File: src/rtl/autoreload_wavegen.sv
module autoreload_wavegen #(
  parameter int W = 16
) (
  input  logic         clk,
  input  logic         rst_n,
  input  logic         en,
  input  logic         start,
  input  logic [W-1:0] count_in,
  input  logic [W-1:0] high_ticks,
  input  logic [W-1:0] low_ticks,
  output logic         wave_out,
  output logic         match_pulse
);

  logic [W-1:0] cmp_q;
  logic [W-1:0] prev_q;
  logic         wave_q;
  logic         run_q;

  // arrival at the compare value, not dwell on it
  wire arrived = (count_in == cmp_q) && (count_in != prev_q);
  wire hit     = en && run_q && !start && arrived;

  // duration of the phase about to begin
  wire [W-1:0] next_len = wave_q ? low_ticks : high_ticks;

  always_ff @(posedge clk or negedge rst_n) begin
    if (!rst_n) begin
      cmp_q       <= '0;
      prev_q      <= '0;
      wave_q      <= 1'b0;
      run_q       <= 1'b0;
      match_pulse <= 1'b0;
    end else begin
      prev_q      <= count_in;
      match_pulse <= hit;
      if (!en) begin
        wave_q <= 1'b0;
        run_q  <= 1'b0;
      end else if (start) begin
        cmp_q  <= count_in + low_ticks;
        wave_q <= 1'b0;
        run_q  <= 1'b1;
      end else if (hit) begin
        cmp_q  <= cmp_q + next_len;
        wave_q <= ~wave_q;
      end
    end
  end

  assign wave_out = wave_q & en;

endmodule


File: config.mk
export PLATFORM = sky130hd
export DESIGN_NAME = autoreload_wavegen
export DESIGN_NICKNAME = d
export VERILOG_FILES = /design/src/rtl/autoreload_wavegen.sv
export SDC_FILE = /design/constraint.sdc
export NUM_CORES = 1
export LEC_CHECK = 0
export BUFFER_PORTS_ARGS = -buffer_cell sky130_fd_sc_hd__buf_2
export CAP_MARGIN = 40
export CORE_MARGIN = 2
export CORE_UTILIZATION = 62
export CTS_BUF_LIST = sky130_fd_sc_hd__clkbuf_16
export CTS_CLUSTER_DIAMETER = 30
export DETAILED_ROUTE_END_ITERATION = 10
export MAX_ROUTING_LAYER = met4
export PLACE_DENSITY_LB_ADDON = 0.2
export SYNTH_ARGS = -nofsm -noshare
export SYNTH_HDL_FRONTEND = slang
export SYNTH_SLANG_ARGS = --single-unit
File: constraint.sdc
create_clock -name clk -period 9.8 [get_ports clk]
set_input_delay 0 -clock clk [delete_from_list [all_inputs] [get_ports clk]]
set_output_delay 0 -clock clk [all_outputs]
set_load 0.02 [all_outputs]
* Word level (Yosys, flattened, before mapping)
Cells that the tools add are included. Widths: inputs -> output; s select.
Cells by class: $add $sub $neg 2, equality and inequality tests 4, muxes and demuxes 8, bitwise logic cells 2, reduce and logical (&&, ||, !) cells 7
Operators by type and width (count):
- $mux 16 | 3
- $add 16x16->16 | 2
- $eq 16x16->1 | 1
- $ne 16x16->1 | 1
- $mux 1 | 5
- $logic_and 1x1->1 | 4
- $ne 3x1->1 const B | 1
- $ne 2x1->1 const B | 1
- $reduce_and 2->1 | 1
- $reduce_bool 2->1 | 1
- $and 1x1->1 | 1
- $logic_not 1->1 | 1
- $not 1->1 | 1
Storage, ports and cells: register bits after elaboration 35, input port bits 52, output and inout port bits 2, word-level logic and storage cells 28

* Longest topological paths before layout
word-level depth 6, depth in mapped cells 13, mapped depth without buffers 12

* Worst setup path before layout
No wires, ideal clock.
path kind register to register, start register wave_q, end register cmp_q[15], setup time 0.124 ns, arrival time 3.070 ns, required time 9.676 ns, slack 6.606 ns, stages on the path, launching flop included 14, path buffers 2, period minus slack after synthesis 3.194 ns, path through dfrtp_1 clkbuf_1 clkbuf_1 mux2i_1 inv_1 ha_1 a211oi_1 o21ai_1 a31oi_1 o21bai_1 a21boi_1 o31ai_1 xnor2_1 a211o_1
Between the ends: cells in the longest elaborated chain, start to end 4
Ends and longest elaborated chain:
- start: declaration | RTL line 17 | logic wave_q;
- start signal: assignment | RTL line 46 | wave_q <= ~wave_q;
- $mux 16 | RTL line 25 | wire [W-1:0] next_len = wave_q ? low_ticks : high_ticks;
- $add 16x16->16 | RTL line 45 | cmp_q <= cmp_q + next_len;
- $mux 16 | RTL line 44 | end else if (hit) begin
- $mux 16 | RTL line 40 | end else if (start) begin
- end signal: assignment | RTL line 41 | cmp_q <= count_in + low_ticks;
- end signal: assignment | RTL line 45
- end: declaration | RTL line 15 | logic [W-1:0] cmp_q;
No other way between the ends. The select of a mux whose other input is x is not followed. A chain may end at the register's enable or synchronous reset.

* Worst setup path after layout
Same ends and word-level chain as after synthesis.

==> summary.txt <==
Setup path
  • Crit start category: flip-flop
  • Worst Path Max Fanout: 18
  • Worst path max stage delay: 930 ps
  • Critical path class: flip-flop to flip-flop
  • Reg2Reg Capture Point: cmp_q[15]
  • Cell family with most CP delay: compound AO/OA/AOI/OAI gates
  • Reg2reg path depth: 11
  • CP arrival: about 3600 ps
  • Reg-to-Reg Start: wave_q
  • Setup crit end kind: flip-flop
  • WP buf/inv: 1
  • Critical Path, Cell by Cell: mux2i_1 -> inv_1 -> ha_1 -> a211oi_1 -> o21ai_1 -> a31oi_1 -> o21bai_1 -> a21boi_1 -> o31ai_1 -> xnor2_1 -> a211o_1
  • R2R setup slack: ~6300 ps
  • Critical-path top delay cell: dfrtp_1
  • Worst Path Required: 9960 ps

Die
  • Cell row count: 25
  • DIE WIDTH: 75.0 microns
  • Starting Density: 65.3%
  • CORE AREA: between 4000 and 5000 sq um
  • # IOs: 54
  • Die Y: between 70 and 80 microns
  • Die area: 5630 sq um

Place
  • Placement Setup Slack: around 6400 ps
  • Port Buffers: 53
  • Gpl congestion: between 0.9 and 1
  • Hpwl dp: 6.01 mm

Synthesis
  • Sequential area share after synthesis: approximately 28%
  • Post-Syn Area per Cell: between 9 and 10 sq um
  • Yosys reg bits: 35
  • Syn_nets: between 400 and 500
  • Post-Syn Instances: between 300 and 400
  • FFs w/ async S/R, synth: between 90% and 100%
  • Post-synth top flop: dfrtp_1
  • Post-synth EDFFs: 0
  • Synthesized area: 3130 sq um
  • Ys Warns: 0
  • Yosys cell types: 48

Timing
  • Tcrit/Tclk final: 35.4%
  • Fin worst setup slack: between 6000 and 7000 ps
  • Setup TNS: 0 ps
  • Fin crit period: about 3500 ps
  • Fmax: just under 300 MHz
  • RSZ-0062 raised after global routing: no
  • Worst rel slew slack: around 40%
  • Setup Skew: around 7.1 ps
  • Fin. max-slew vios: 0
  • Hold Fails Final Rpt: 0
  • Setup violations, final: 0
  • Tightest Pin Transition: 905 ps

Hold path
  • Min-Delay Endpoint: run_q
  • Hold Crit Class: primary input to flip-flop
  • Worst hold stages: 2
  • HP Start: en

Clock tree
  • Total clock sinks: 35
  • Deepest clock path buffer count: 2
  • Skew-Pair Late Insertion Delay: 280 ps
  • Cts hold-fix bufs: 17
  • Root buf cell: clkbuf_16
  • Number of CTS-inserted buffers: 5
  • Clock-pin slew on the worst setup and hold paths: 50 ps
  • H-tree depth: 2
  • PostCTS Resize Cnt: 0
  • TritonCTS clock tree: done
  • Postcts setup bufs: 0

GRT
  • GR Layer Usage met3: ~4.8%
  • GR peak layer: met2
  • Vias in the first global route: 2850
  • First-pass GRT wire length: 13.0 mm
  • GRT met2 Usage: between 50% and 60%
  • GRT Overall Usage: between 30% and 40%
  • Initial antenna violation count: 0
  • Total grt overflow: 0
  • Pin count of the biggest net entering global routing: 36
  • GR met1 Demand/Resource: between 40% and 50%

Cells and area
  • Layout cells sized above 1: approximately 20%
  • # diodes: 0
  • Net count, final: 498
  • Fillers: between 300 and 400
  • Area Growth Syn to Fin: 20.3%
  • Commonest non-fill, non-tap cell in the layout: buf_2
  • Commonest non-fill, non-tap cells in the layout: buf_2, xnor2_1, dfrtp_1

Routing
  • 1st-iter DRT viols: 136
  • Vias: ~2900
  • TritonRoute pass-1 iters: 4
  • Avg WL per Cell: about 17 microns
  • DRC violations left: 0
  • Routed wire length: around 7.9 mm
  • Final ANT Viol Nets: 0
  • Vias per inst: 5.94

Flow run
  • Max cap viols: 0

Power and ir drop
  • PwrDens: about 160 nW/um^2
  • VDD IR max: around 0.10 mV
  • P_leak: 1.69 nW

Outcome
  • Status: complete, no violations
area by class of cell:
| class | count | area, sq um | share of cell area [%] |
|---|---|---|---|
| flip-flops and latches | 35 | 876 | 23.3 |
| repair buffers | 71 | 447 | 11.9 |
| clock buffers | 5 | 125 | 3.33 |
| clock inverters | 2 | 8.76 | 0.233 |
| inverters | 6 | 22.5 | 0.599 |
| multi-input cells | 295 | 2200 | 58.5 |
| well taps | 67 | 83.8 | 2.23 |
state kept, by name, summed over array words and instances, names as in the netlist:
name,cells
cmp_q,16
wave_q,1
prev_q,16
match_pulse,1
run_q,1
routing by layer:
metal / vias up / share of wire, % / wire [microns]
met4: 0 / 1.5 / 116
met3: 13 / 5.2 / 413
met1: 1343 / 46 / 3670
met2: 102 / 47 / 3750
met5: - / 0 / 0
li1: 1401 / - / -
worst max path at each step:
stage | end | cells past startpoint | start | slack, ps
after floorplan | cmp_q[15] | 13 | wave_q | 6610
after CTS | cmp_q[15] | 11 | wave_q | 6370
final | cmp_q[15] | 11 | wave_q | 6330
after detailed placement | cmp_q[15] | 11 | wave_q | 6390
after global placement | cmp_q[15] | 11 | wave_q | 6550
after global routing | cmp_q[15] | 11 | wave_q | 6030
synthesized netlist by cell type (2+ instances only):
library cell / count / area share [%]
nand4_1: 6 / 1.2
nor4_4: 2 / 1.4
a31oi_1: 5 / 1.0
xor2_1: 19 / 5.3
dfrtp_1: 35 / 28
o21bai_1: 2 / 0.48
and3_1: 3 / 0.60
fa_1: 2 / 1.3
a21o_1: 10 / 2.4
clkbuf_1: 5 / 0.60
o21ai_1: 12 / 1.9
nor4_2: 2 / 0.80
a211oi_1: 5 / 1.2
nor3_1: 10 / 1.6
nand3b_1: 2 / 0.48
a211o_1: 2 / 0.56
nor2_1: 13 / 1.6
o21ai_0: 23 / 3.7
a21oi_1: 20 / 3.2
nor2b_1: 4 / 0.80
nor4_1: 2 / 0.40
or3_1: 5 / 1.0
inv_1: 5 / 0.60
buf_2: 2 / 0.32
mux2_2: 14 / 5.0
o211ai_1: 4 / 0.96
xnor2_1: 35 / 9.8
o21a_1: 3 / 0.72
nand3_1: 7 / 1.1
nand2_1: 29 / 3.5
ha_1: 30 / 12
and2_1: 3 / 0.60
a22oi_1: 2 / 0.48
mux2i_1: 6 / 1.9
cells by family after synthesis:
kind of cell    share of synthesized area (%)
compound gates                           18.8
fa+ha+maj                                13.3
buf+inv                                  1.64
flops                                    28.0
simple gates                             16.2
mux                                      6.96
xor+xnor                                 15.1
stage by stage:
step | utilization (%) | hold WS, ps | cell area [sq um] | std cells | power [mW]
finish | 78.6 | 60.3 | 3760 | 481 | 0.609
global route | 78.6 | 62.7 | 3760 | 481 | 0.648
CTS | 78.6 | 58.8 | 3760 | 481 | 0.606
detailed placement | 72.3 | 122 | 3460 | 457 | 0.451
global placement | 72.0 | 117 | 3450 | 456 | 0.445
floorplan | - | -296 | 3130 | 343 | 0.386
power breakdown:
| group | total [mW] | leakage (nW) | internal (mW) | switching [mW] |
|---|---|---|---|---|
| Clock | 0.148 | 0.0671 | 0.0912 | 0.0567 |
| Combinational | 0.275 | 1.20 | 0.126 | 0.149 |
| Sequential | 0.186 | 0.419 | 0.166 | 0.0205 |
| Total | 0.609 | 1.69 | 0.383 | 0.226 |
(Power assumes the default switching activity.)
